### src/rtl/lcdp_pkg.sv
package lcdp_pkg;

    typedef enum logic [2:0] {
        LK_IDLE,
        LK_ADDR,
        LK_AACK,
        LK_WDATA,
        LK_WACK,
        LK_SKIP,
        LK_RDATA,
        LK_RACK
    } link_st_e;

endpackage

### src/rtl/lcdp_cond.sv
module lcdp_cond #(
    parameter int SYNC_STAGES = 2
) (
    input  logic clk,
    input  logic rst_n,
    input  logic scl_raw,
    input  logic sda_raw,
    output logic scl_lvl,
    output logic sda_lvl,
    output logic start_p,
    output logic stop_p,
    output logic rise_p,
    output logic fall_p
);

    localparam int TOP = SYNC_STAGES - 1;

    typedef struct packed {
        logic [SYNC_STAGES-1:0] scl_sr;
        logic [SYNC_STAGES-1:0] sda_sr;
        logic                   scl_p;
        logic                   sda_p;
    } cond_t;

    cond_t cond_d, cond_q;

    // synchronized line levels (last stage of each chain)
    assign scl_lvl = cond_q.scl_sr[TOP];
    assign sda_lvl = cond_q.sda_sr[TOP];

    always_comb begin
        cond_d        = cond_q;
        cond_d.scl_sr = {cond_q.scl_sr[TOP-1:0], scl_raw};
        cond_d.sda_sr = {cond_q.sda_sr[TOP-1:0], sda_raw};
        cond_d.scl_p  = scl_lvl;
        cond_d.sda_p  = sda_lvl;
    end

    always_ff @(posedge clk or negedge rst_n) begin
        if (!rst_n) begin
            cond_q <= '{scl_sr: '1, sda_sr: '1, scl_p: 1'b1, sda_p: 1'b1};
        end else begin
            cond_q <= cond_d;
        end
    end

    // bus events from two consecutive synchronized samples
    assign start_p = cond_q.scl_p & scl_lvl & cond_q.sda_p & ~sda_lvl;
    assign stop_p  = cond_q.scl_p & scl_lvl & ~cond_q.sda_p & sda_lvl;
    assign rise_p  = ~cond_q.scl_p & scl_lvl;
    assign fall_p  = cond_q.scl_p & ~scl_lvl;

endmodule

### src/rtl/lcdp_engine.sv
module lcdp_engine
    import lcdp_pkg::*;
#(
    parameter int          IMG_BITS  = 128,
    parameter int          ADDR_HI_W = 4,
    parameter logic [3:0]  ADDR_HI   = 4'b0111,
    parameter int          STRAP_W   = 3
) (
    input  logic                clk,
    input  logic                rst_n,
    input  logic                start_p,
    input  logic                stop_p,
    input  logic                rise_p,
    input  logic                fall_p,
    input  logic                sda_lvl,
    input  logic [STRAP_W-1:0]  strap,
    output logic                sda_oe,
    output logic [IMG_BITS-1:0] img,
    output logic                blk_done
);

    localparam int PTR_W  = $clog2(IMG_BITS);
    localparam int ADDR_W = ADDR_HI_W + STRAP_W;
    localparam logic [PTR_W-1:0] LAST_IDX = PTR_W'(IMG_BITS - 1);

    typedef struct packed {
        link_st_e            st;
        logic [2:0]          bitc;
        logic [ADDR_W:0]     adr;
        logic [IMG_BITS-1:0] img;
        logic [PTR_W-1:0]    wcnt;
        logic [PTR_W-1:0]    rptr;
        logic                full;
        logic                oe;
        logic                done;
    } eng_t;

    eng_t eng_d, eng_q;
    logic match;

    assign match = (eng_q.adr[ADDR_W:1] == {ADDR_HI[ADDR_HI_W-1:0], strap});

    always_comb begin
        eng_d      = eng_q;
        eng_d.done = 1'b0;
        if (start_p) begin
            eng_d.st   = LK_ADDR;
            eng_d.bitc = '0;
            eng_d.wcnt = '0;
            eng_d.full = 1'b0;
            eng_d.oe   = 1'b0;
        end else if (stop_p) begin
            eng_d.st = LK_IDLE;
            eng_d.oe = 1'b0;
        end else if (rise_p) begin
            case (eng_q.st)
                LK_ADDR: begin
                    eng_d.adr  = {eng_q.adr[ADDR_W-1:0], sda_lvl};
                    eng_d.bitc = eng_q.bitc + 3'd1;
                    if (eng_q.bitc == 3'd7) eng_d.st = LK_AACK;
                end
                LK_AACK: begin
                    eng_d.bitc = '0;
                    eng_d.rptr = LAST_IDX;
                    if (!match)           eng_d.st = LK_IDLE;
                    else if (eng_q.adr[0]) eng_d.st = LK_RDATA;
                    else                  eng_d.st = LK_WDATA;
                end
                LK_WDATA: begin
                    eng_d.img  = {eng_q.img[IMG_BITS-2:0], sda_lvl};
                    eng_d.bitc = eng_q.bitc + 3'd1;
                    if (eng_q.wcnt == LAST_IDX) begin
                        eng_d.wcnt = '0;
                        eng_d.full = 1'b1;
                        eng_d.done = 1'b1;
                    end else begin
                        eng_d.wcnt = eng_q.wcnt + 1'b1;
                    end
                    if (eng_q.bitc == 3'd7) eng_d.st = LK_WACK;
                end
                LK_WACK: begin
                    eng_d.bitc = '0;
                    eng_d.full = 1'b0;
                    eng_d.st   = eng_q.full ? LK_SKIP : LK_WDATA;
                end
                LK_SKIP: eng_d.st = LK_WDATA;
                LK_RDATA: begin
                    eng_d.rptr = (eng_q.rptr == '0) ? LAST_IDX : eng_q.rptr - 1'b1;
                    eng_d.bitc = eng_q.bitc + 3'd1;
                    if (eng_q.bitc == 3'd7) eng_d.st = LK_RACK;
                end
                LK_RACK: begin
                    eng_d.bitc = '0;
                    eng_d.st   = sda_lvl ? LK_IDLE : LK_RDATA;
                end
                default: ;
            endcase
        end else if (fall_p) begin
            case (eng_q.st)
                LK_AACK:  eng_d.oe = match;
                LK_WACK:  eng_d.oe = 1'b1;
                LK_RDATA: eng_d.oe = ~eng_q.img[eng_q.rptr];
                default:  eng_d.oe = 1'b0;
            endcase
        end
    end

    always_ff @(posedge clk or negedge rst_n) begin
        if (!rst_n) begin
            eng_q <= '{st: LK_IDLE, bitc: '0, adr: '0, img: '0, wcnt: '0,
                       rptr: '0, full: 1'b0, oe: 1'b0, done: 1'b0};
        end else begin
            eng_q <= eng_d;
        end
    end

    assign sda_oe   = eng_q.oe;
    assign img      = eng_q.img;
    assign blk_done = eng_q.done;

endmodule

### src/rtl/lcdp_latch.sv
module lcdp_latch #(
    parameter int IMG_BITS    = 128,
    parameter int SYNC_STAGES = 2
) (
    input  logic                clk,
    input  logic                rst_n,
    input  logic                en_raw,
    input  logic                scl_lvl,
    input  logic                blk_done,
    input  logic [IMG_BITS-1:0] img,
    output logic [IMG_BITS-1:0] disp
);

    localparam int TOP = SYNC_STAGES - 1;

    typedef struct packed {
        logic [SYNC_STAGES-1:0] en_sr;
        logic                   en_p;
        logic [IMG_BITS-1:0]    disp;
    } lat_t;

    lat_t lat_d, lat_q;
    logic en_s;

    assign en_s = lat_q.en_sr[TOP];

    always_comb begin
        lat_d       = lat_q;
        lat_d.en_sr = {lat_q.en_sr[TOP-1:0], en_raw};
        lat_d.en_p  = en_s;
        if (blk_done && en_s) begin
            lat_d.disp = img;                       // auto load on full block
        end else if (en_s && !lat_q.en_p && scl_lvl) begin
            lat_d.disp = img;                       // manual strobe, clock idle
        end
    end

    always_ff @(posedge clk or negedge rst_n) begin
        if (!rst_n) begin
            lat_q <= '{en_sr: '0, en_p: 1'b0, disp: '0};
        end else begin
            lat_q <= lat_d;
        end
    end

    assign disp = lat_q.disp;

endmodule

### src/rtl/lcd_i2c_port.sv
module lcd_i2c_port #(
    parameter int         IMG_BITS    = 128,
    parameter int         SYNC_STAGES = 2,
    parameter int         STRAP_W     = 3,
    parameter int         ADDR_HI_W   = 4,
    parameter logic [3:0] ADDR_HI     = 4'b0111
) (
    input  logic                clk,
    input  logic                rst_n,
    input  logic                scl_i,
    input  logic                sda_i,
    output logic                sda_oe_o,
    input  logic [STRAP_W-1:0]  strap_i,
    input  logic                latch_en_i,
    output logic [IMG_BITS-1:0] disp_o
);

    logic                scl_w, sda_w;
    logic                start_w, stop_w, rise_w, fall_w;
    logic                done_w;
    logic [IMG_BITS-1:0] img_w;

    lcdp_cond #(.SYNC_STAGES(SYNC_STAGES)) u_cond (
        .clk     (clk),
        .rst_n   (rst_n),
        .scl_raw (scl_i),
        .sda_raw (sda_i),
        .scl_lvl (scl_w),
        .sda_lvl (sda_w),
        .start_p (start_w),
        .stop_p  (stop_w),
        .rise_p  (rise_w),
        .fall_p  (fall_w)
    );

    lcdp_engine #(
        .IMG_BITS  (IMG_BITS),
        .ADDR_HI_W (ADDR_HI_W),
        .ADDR_HI   (ADDR_HI),
        .STRAP_W   (STRAP_W)
    ) u_engine (
        .clk      (clk),
        .rst_n    (rst_n),
        .start_p  (start_w),
        .stop_p   (stop_w),
        .rise_p   (rise_w),
        .fall_p   (fall_w),
        .sda_lvl  (sda_w),
        .strap    (strap_i),
        .sda_oe   (sda_oe_o),
        .img      (img_w),
        .blk_done (done_w)
    );

    lcdp_latch #(
        .IMG_BITS    (IMG_BITS),
        .SYNC_STAGES (SYNC_STAGES)
    ) u_latch (
        .clk      (clk),
        .rst_n    (rst_n),
        .en_raw   (latch_en_i),
        .scl_lvl  (scl_w),
        .blk_done (done_w),
        .img      (img_w),
        .disp     (disp_o)
    );

endmodule

### config.mk
export PLATFORM = sky130hd
export DESIGN_NAME = lcd_i2c_port
export DESIGN_NICKNAME = d
export VERILOG_FILES = /design/src/rtl/lcdp_pkg.sv /design/src/rtl/lcdp_cond.sv /design/src/rtl/lcdp_engine.sv /design/src/rtl/lcdp_latch.sv /design/src/rtl/lcd_i2c_port.sv
export SDC_FILE = /design/constraint.sdc
export NUM_CORES = 1
export LEC_CHECK = 0
export ABC_AREA = 1
export BUFFER_PORTS_ARGS = -buffer_cell sky130_fd_sc_hd__buf_2
export CAP_MARGIN = 10
export CORE_AREA = 10 10 184 186
export CTS_BUF_LIST = sky130_fd_sc_hd__clkbuf_8
export CTS_CLUSTER_SIZE = 14
export DETAILED_ROUTE_END_ITERATION = 8
export DIE_AREA = 0 0 194 196
export HOLD_SLACK_MARGIN = 0.02
export SLEW_MARGIN = 0
export SYNTH_ARGS = -nofsm -noshare
export SYNTH_HDL_FRONTEND = slang
export SYNTH_SLANG_ARGS = --single-unit
export TNS_END_PERCENT = 20
### constraint.sdc
create_clock -name clk -period 2 [get_ports clk]
set_clock_uncertainty 0.05 [all_clocks]
set_input_delay 0.4 -clock clk [delete_from_list [all_inputs] [get_ports clk]]
set_output_delay 0.4 -clock clk [all_outputs]
set_load 0.03 [all_outputs]
==> reports/qor.txt, run 1 <==
status: finished clean
post-synth top area share: 54.0%
Die Ht: 196 microns
Reg power frac: 40.9%
antenna violation net count after detailed routing: 0
min cycle time layout: 1.86 ns
I/O Buffers: 136
FF-to-FF setup slack: 0.14 ns
Sw Pwr: 6070 uW
compound-cell area share of the yosys netlist: 12.1%
Startpoint Class: flip-flop
achievable frequency: 538 MHz
Cell variety after synth: 33
nets@finish: 1602
H-tree Lvls: 2
top_reg_cell synth: dfrtp_1
Avg Inst Size Synth: 8.69 sq um
Net Count, Synth: 1559
actual slew at the worst max-slew pin: 0.388 ns
synth cell count leaders: nand2_1, dfrtp_1, o21ai_0
Setup crit end kind: flip-flop
Max-slew headroom: 74.2%
dpl cells: 1929
initial antenna violation count: 0
# Max-Cap Violations: 0
vias in the first global route: 9850
Routed wire per std cell: 15.4 microns
Syn-to-layout area delta: 12.0%
Max rail drop VDD: 479 uV
# IOs: 137
largest family of logic cells by synthesized area: simple AND/OR/NAND/NOR gates
Post-Synth XOR/XNOR Area: 0.0651%
fraction of layout instances using a drive strength above 1: 19.0%
Area contributors post-synth: dfrtp_1, nand2_1, buf_4, o21ai_0, a21oi_1
die area: 38000 sq um
Final Hold Viols: 0
Reg2Reg Depth: 10
placed instance area: 14000 sq um
Max Slew Vio Count: 0
Synth Area in Adders: 0.372%
Max FO, Critical Path: 12
DR DRC count: 0
register area share after synthesis: 55.1%
DRT iter0 DRCs: 580
post-route cell area: 15100 sq um
total gr overflow: 0
FFs w/ async S/R, synth: 100%
WL final: 31100 microns
Die Wd: 194 microns
fin crit share: 93.0%
final setup fails: 0
Post-synth EDFFs: 0
RD Place Congestion: 0.832
CTS sink cnt: 296
Vias/cell: 4.85
Pre-Repair DR Iteration Count: 7
internal cell power: 11200 uW
largest net degree at the start of global routing: 99
Critical Path RT: 2.40 ns
first-pass GRT wire length: 52200 microns
Net Sw Frac: 35.2%
combinational share of power: 28.4%
GRT Total Usage: 16.3%
worst hold margin: 0.282 ns
DR vias: 9822
most numerous cell in the Yosys netlist: nand2_1
Rows: 64
Worst Setup Path Type: reg -> reg
Setup TNS: 0 ns
Initial Util: 44.4%
Finished Layout Cells: 2025
RSZ-0062 raised after global routing: true
Clk pin slew, worst setup/hold paths: 0.07 ns
diodes inserted: 0
R2R Path Start: u_engine.eng_q[156]
worst reg2reg path endpoint: u_engine.eng_q[2]
CTS tree: done
final core area utilization: 49.8%
cells after synthesis: 1547
Post-Syn Area: 13400 sq um
TritonCTS Buffers: 50
Tightest Hold Check Type: in -> async
Worst-Skew Late Latency: 0.58 ns
Max Root-Sink Buffers: 3
Core Footprint: 30300 sq um
post-DP HPWL: 21800 microns
YS warnings: 0
Root Driver: clkbuf_8
Worst Path Arrival: 2.26 ns
post-synthesis mux area share: 1.26%
simple-gate share of the synthesized area: 16.9%
PwrDens: 1150 nW/um^2
synthesized flop and latch total: 296
static leakage: 0.00731 uW
Clk pwr share: 30.6%
area leader, netlist: dfrtp_1
[state kept, by name, summed over array words and instances, names as in the netlist, 2 cells and up]
signal / flops
u_engine.img: 128
u_latch.disp: 128
u_engine.eng_q: 29
u_cond.cond_d: 2
u_cond.cond_q: 2
[cell families after synthesis]
| group | Yosys count |
|---|---|
| buffers and inverters | 358 |
| xor gates and xnor gates | 1 |
| AOI/OAI and AO/OA | 310 |
| DFF | 296 |
| muxes | 15 |
| and+or+nand+nor | 563 |
| adders and majority gates | 4 |
[layer usage]
metal  vias up  GRT usage [%]  wire length [microns]  share of wire (%)
met5         -              0                      0                  0
met4         0           4.05                    459                1.5
met3        38           3.43                   1610                5.2
met2       230           25.3                  14100                 45
met1      4636           22.6                  14900                 48
li1       4918              -                      -                  -
[worst max path at each step]
stage                                    from                 to  slack, ns  cells after the start
after global routing        u_engine.eng_q[3]    u_engine.sda_oe      -0.06                     17
after detailed placement    u_engine.eng_q[3]    u_engine.sda_oe       0.09                     15
after CTS                   u_engine.eng_q[3]    u_engine.sda_oe       0.09                     13
final                     u_engine.eng_q[156]  u_engine.eng_q[2]       0.14                     10
after floorplan             u_engine.eng_q[3]  u_engine.eng_q[5]       0.27                     10
after global placement      u_engine.eng_q[3]    u_engine.sda_oe       0.11                     13
[final cells by class]
type	count	area, sq um
Tap cell	396	495
Multi-Input combinational cell	893	4160
Clock inverter	27	123
Sequential cell	296	7420
Timing Repair Buffer	197	1410
Inverter	152	578
Fill cell	2935	15200
Clock buffer	64	881
[power by group through the flow]
stage	clock [uW]	combinational (uW)	sequential, uW
6_report	5290	4910	7060
5_1_grt	5750	5550	7150
4_1_cts	5470	4890	7050
3_5_place_dp	0	4860	7150
3_3_place_gp	0	4810	7130
2_1_floorplan	0	3870	7010
[worst max-delay path: stages, from the launching register on]
cell	delay, ns
dfrtp_1	0.47
nand2_2	0.12
nor2_2	0.06
nand2_4	0.19
clkinv_2	0.09
nor2_2	0.21
clkinv_2	0.18
a21oi_1	0.14
a31o_1	0.14
nand2_1	0.05
o31ai_1	0.06
[repair_timing]
item                                   CTS  global route
buffers inserted                         0             0
setup endpoints to repair                0             8
hold buffers                             4             0
endpoints found under the hold margin   41             0
gates resized for setup                  0            12
[placed cells by master, fill, tap and decap left out, drive strengths merged]
| cell | n |
|---|---|
| o211ai | 16 |
| dfstp | 6 |
| clkinv | 9 |
| o22ai | 3 |
| dfrtp | 290 |
| dlygate4sd3 | 4 |
| clkinvlp | 2 |
| nor3 | 7 |
| a31oi | 2 |
| nand2 | 310 |
| a32o | 3 |
| ha | 4 |
| o21ai | 151 |
| a221oi | 1 |
| nand3 | 102 |
| a21oi | 129 |
| a211oi | 2 |
| mux2 | 15 |
| buf | 192 |
| clkbuf | 65 |
| nand3b | 1 |
| a31o | 1 |
| o31ai | 2 |
| xor2 | 1 |
| nor2 | 143 |
| inv | 168 |
[stage by stage]
| stage | setup slack [ns] | total power (uW) |
|---|---|---|
| after floorplan | 0.266 | 10900 |
| after global placement | 0.114 | 11900 |
| after detailed placement | 0.0891 | 12000 |
| after CTS | 0.0872 | 17400 |
| after global routing | -0.0578 | 18400 |
| final | 0.140 | 17300 |
Power figures use the tool's default switching activity.
==> run 2: changes to the inputs <==
Settings changed: CORE_AREA 10 10 184 186 to 10 10 166 168, DIE_AREA 0 0 194 196 to 0 0 176 178, PLACE_DENSITY set to 0.76.
==> reports/qor.txt, run 2 (synthesized netlist as in run 1, its figures left out) <==
Startpoint Class: flip-flop
Root Driver: clkbuf_8
met3 wire len: 1930 microns
commonest non-fill, non-tap cells in the layout: nand2_1, dfrtp_1, inv_1
Fill cells: 2101
largest net degree at the start of global routing: 99
critical path's most frequent cell: nor2_1
hold depth: 0
Hold Path Sink: u_cond.sda_lvl
GRT Total Usage: 18.8%
Max-slew headroom: 68.3%
achievable frequency: 527 MHz
DR DRC count: 0
DRT iter0 DRCs: 757
RSZ-0062 raised after global routing: true
Syn-to-layout area delta: 9.73%
total gr overflow: 0
Worst Path Arrival: 2.26 ns
CTS sink cnt: 296
Rows: 57
WL final: 29900 microns
TritonCTS Buffers: 47
Crit path max-delay family: simple AND/OR/NAND/NOR gates
Core Footprint: 24100 sq um
die area: 31300 sq um
Critical Path RT: 2.36 ns
pre-CTS WS: 0.144 ns
DR vias: 10000
Max FO, Critical Path: 5
fraction of layout instances using a drive strength above 1: 17.6%
Max Slew Vio Count: 0
antenna violation net count after detailed routing: 0
critical-path cell list: inv_1, nor2_2, inv_2, nor2_1, nor2_1, o21ai_1, nand2_1, nand3_1, o21ai_0
I/O Buffers: 136
Worst-Skew Late Latency: 0.55 ns
origin of the worst min-delay path: u_cond.cond_d[3]
Reg2Reg Depth: 9
Max rail drop VDD: 547 uV
PwrDens: 1160 nW/um^2
Clk pin slew, worst setup/hold paths: 0.06 ns
post-route total power: 17100 uW
post-CTS setup buffer count: 0
actual slew at the worst max-slew pin: 0.474 ns
Slowest Stage Delay on Critical Path: 0.44 ns
Tightest Hold Check Type: reg -> reg
CTS tree: done
# Max-Cap Violations: 0
vias in the first global route: 9850
Die Wd: 176 microns
worst reg2reg path endpoint: u_engine.eng_q[158]
Worst Setup Path Type: reg -> reg
Critical-path top delay cell: dfrtp_1
final worst-path setup slack: 0.102 ns
worst hold margin: 0.305 ns
status: finished clean
H-tree Lvls: 2
# IOs: 137
Initial Util: 55.8%
static leakage: 0.00719 uW
initial antenna violation count: 0
R2R Path Start: u_engine.eng_q[157]
final setup fails: 0
diodes inserted: 0
commonest non-fill, non-tap cell in the layout: nand2_1
Die Ht: 178 microns
Vias/cell: 5.18
Post-Route M1 WL: 13000 microns
nets@finish: 1580
Highest Signal Layer: met4
Pre-Repair DR Iteration Count: 5
Max Root-Sink Buffers: 3
post-DP HPWL: 20200 microns
first-pass GRT wire length: 49200 microns
worst path bufs/invs: 2
fin crit share: 94.9%
Setup crit end kind: flip-flop
met2 routed WL: 14200 microns
final core area utilization: 61.2%
RD Place Congestion: 0.841
min cycle time layout: 1.90 ns
Final Hold Viols: 0
Routed wire per std cell: 15.5 microns
FF-to-FF setup slack: 0.10 ns
[run 2: routing by layer]
layer / up-vias / track usage, %
met2: 296 / 30.5
met1: 4770 / 24.4
met5: - / 0
li1: 4872 / -
met4: 0 / 6.18
met3: 69 / 4.40
[run 2: worst reg2reg max path, delay by kind of cell (launching register included)]
family	cells	cell delay (ns)
AOI/OAI and AO/OA	2	0.27
buffers and inverters	2	0.19
DFF	1	0.44
and+or+nand+nor	5	0.82
[run 2: worst max path at each step]
stage                     endpoint  depth (start not counted)                 from
3_5_place_dp     u_engine.eng_q[5]                          8    u_engine.eng_q[5]
6_report       u_engine.eng_q[158]                          9  u_engine.eng_q[157]
2_1_floorplan    u_engine.eng_q[5]                         10    u_engine.eng_q[3]
5_1_grt            u_engine.sda_oe                         12    u_engine.eng_q[3]
3_3_place_gp       u_engine.sda_oe                         15    u_engine.eng_q[5]
4_1_cts          u_engine.eng_q[5]                          8    u_engine.eng_q[5]
[run 2: where the power goes]
part	leakage [uW]	internal (uW)	switching, uW	total (uW)
clock	0.000573	2860	2330	5200
combinational	0.00280	1610	3220	4840
sequential	0.00383	6600	444	7050
total	0.00719	11100	6000	17100
[run 2: through the flow]
| step | TNS, ns | instances | cell area, sq um |
|---|---|---|---|
| 2_1_floorplan | 0 | 1547 | 13400 |
| 3_3_place_gp | 0 | 1837 | 13700 |
| 3_5_place_dp | 0 | 1837 | 13700 |
| 4_1_cts | 0 | 1928 | 14700 |
| 5_1_grt | -0.0279 | 1930 | 14800 |
| 6_report | 0 | 1930 | 14800 |
[run 2: layout make-up]
| type | count | area (sq um) | share of cell area [%] |
|---|---|---|---|
| well taps | 324 | 405 | 2.75 |
| multi-input cells | 893 | 4150 | 28.1 |
| flip-flops and latches | 296 | 7420 | 50.3 |
| inverters | 152 | 578 | 3.92 |
| repair buffers | 178 | 1230 | 8.33 |
| clock inverters | 26 | 135 | 0.916 |
| clock buffers | 61 | 840 | 5.69 |
[run 2: what timing repair did]
action | CTS | global route
endpoints found under the hold margin | 41 | 0
endpoints found under the setup margin | 0 | 4
hold buffers | 4 | 0
resized for setup | 0 | 4
==> run 3: changes to the inputs <==
Settings changed: MAX_ROUTING_LAYER set to met4.
==> reports/qor.txt, run 3 (synthesized netlist as in run 1, its figures left out) <==
initial antenna violation count: 0
Worst Path Arrival: 2.24 ns
Core Footprint: 24100 sq um
Finished Layout Cells: 1930
# Max-Cap Violations: 0
RD Place Congestion: 0.854
FF+latch area: 7420 sq um
worst path bufs/invs: 2
CTS sink cnt: 296
PwrDens: 1160 nW/um^2
Clk pin slew, worst setup/hold paths: 0.06 ns
fraction of layout instances using a drive strength above 1: 17.6%
final setup fails: 0
Root Driver: clkbuf_8
die area: 31300 sq um
Max-slew headroom: 68.3%
critical path depth in cells: 9
Max Root-Sink Buffers: 3
actual slew at the worst max-slew pin: 0.475 ns
post-DP HPWL: 20200 microns
vias in the first global route: 9845
post-CTS setup buffer count: 0
Max FO, Critical Path: 5
Reg2Reg Depth: 9
crit path capture: u_engine.eng_q[158]
critical path's most frequent cell: nor2_1
nets@finish: 1580
achievable frequency: 533 MHz
Setup TNS: 0 ns
Final Hold Viols: 0
Slowest Stage Delay on Critical Path: 0.43 ns
H-tree Lvls: 2
Syn-to-layout area delta: 9.73%
critical-path cell list: inv_1, nor2_2, inv_2, nor2_1, nor2_1, o21ai_1, nand2_1, nand3_1, o21ai_0
Pre-Repair DR Iteration Count: 6
status: finished clean
commonest non-fill, non-tap cell in the layout: nand2_1
final core area utilization: 61.2%
largest net degree at the start of global routing: 99
commonest non-fill, non-tap cells in the layout: nand2_1, dfrtp_1, inv_1
final worst-path setup slack: 0.125 ns
static leakage: 0.00719 uW
R2R Path Start: u_engine.eng_q[157]
Critical-path top delay cell: dfrtp_1
Multi-input gate area: 4150 sq um
RSZ-0062 raised after global routing: true
Vias/cell: 5.18
Setup crit end kind: flip-flop
Die Wd: 176 microns
GRT Total Usage: 19.3%
# IOs: 137
Rows: 57
met2 routed WL: 14200 microns
pre-CTS WS: 0.144 ns
FF-to-FF setup slack: 0.13 ns
antenna violation net count after detailed routing: 0
first-pass GRT wire length: 49200 microns
TritonCTS Buffers: 47
Startpoint Class: flip-flop
dpl cells: 1837
placed instance area: 13700 sq um
worst reg2reg path endpoint: u_engine.eng_q[158]
Routed wire per std cell: 15.5 microns
Crit path max-delay family: simple AND/OR/NAND/NOR gates
Die Ht: 178 microns
DRT iter0 DRCs: 817
DR vias: 10000
Initial Util: 55.8%
Worst-Skew Late Latency: 0.55 ns
Worst Setup Path Type: reg -> reg
min cycle time layout: 1.87 ns
Worst Setup SP: u_engine.eng_q[157]
DR DRC count: 0
I/O Buffers: 136
Max rail drop VDD: 546 uV
Fill cells: 2101
Highest Signal Layer: met4
diodes inserted: 0
post-route cell area: 14800 sq um
met3 wire len: 1840 microns
WL final: 29900 microns
CTS tree: done
fin crit share: 93.7%
Critical Path RT: 2.36 ns
Post-Route M1 WL: 13200 microns
total gr overflow: 0
Tightest Hold Check Type: reg -> reg
Max Slew Vio Count: 0
-- run 3: cell counts in the layout (fill, tap and decap cells not counted) --
Identical to the previous run, type by type.
-- run 3: metal layers --
metal / GRT usage [%] / vias to the layer above
li1: - / 4878
met1: 24.7 / 4753
met2: 30.5 / 309
met3: 3.95 / 63
met4: 6.18 / 0
met5: - / -
-- run 3: how the worst min path moves through the flow --
stage	startpoint	endpoint	slack, ns	cells past startpoint
global placement	u_latch.lat_d[130]	u_latch.en_s	0.28	0
finish	u_cond.cond_d[3]	u_cond.sda_lvl	0.31	0
floorplan	rst_n	u_engine.blk_done	0.05	0
detailed placement	rst_n	u_engine.img[70]	0.29	1
global route	u_cond.cond_d[3]	u_cond.sda_lvl	0.31	0
CTS	strap_i[0]	u_engine.eng_q[156]	0.30	6
-- run 3: final cells by class --
| cell class | count | area share, % |
|---|---|---|
| Sequential cell | 296 | 50.3 |
| Tap cell | 324 | 2.75 |
| Multi-Input combinational cell | 893 | 28.1 |
| Clock inverter | 26 | 0.916 |
| Clock buffer | 61 | 5.69 |
| Timing Repair Buffer | 178 | 8.33 |
| Inverter | 152 | 3.92 |
-- run 3: report_power, final --
group / total, uW / switching [uW] / leakage [uW] / internal (uW)
registers: 7050 / 444 / 0.00383 / 6600
logic: 4830 / 3220 / 0.00280 / 1610
clock network: 5200 / 2330 / 0.000573 / 2860
-- run 3: metrics by stage --
step	hold WS [ns]	total power [uW]
2_1_floorplan	0.0544	10900
6_report	0.305	17100
3_5_place_dp	0.294	11800
4_1_cts	0.299	17100
5_1_grt	0.309	18100
3_3_place_gp	0.284	11700
-- run 3: what timing repair did --
item / in CTS / in global routing
hold endpoints to repair: 41 / 0
hold buffers: 4 / 0
setup endpoints to repair: 0 / 4
resized for setup: 0 / 4
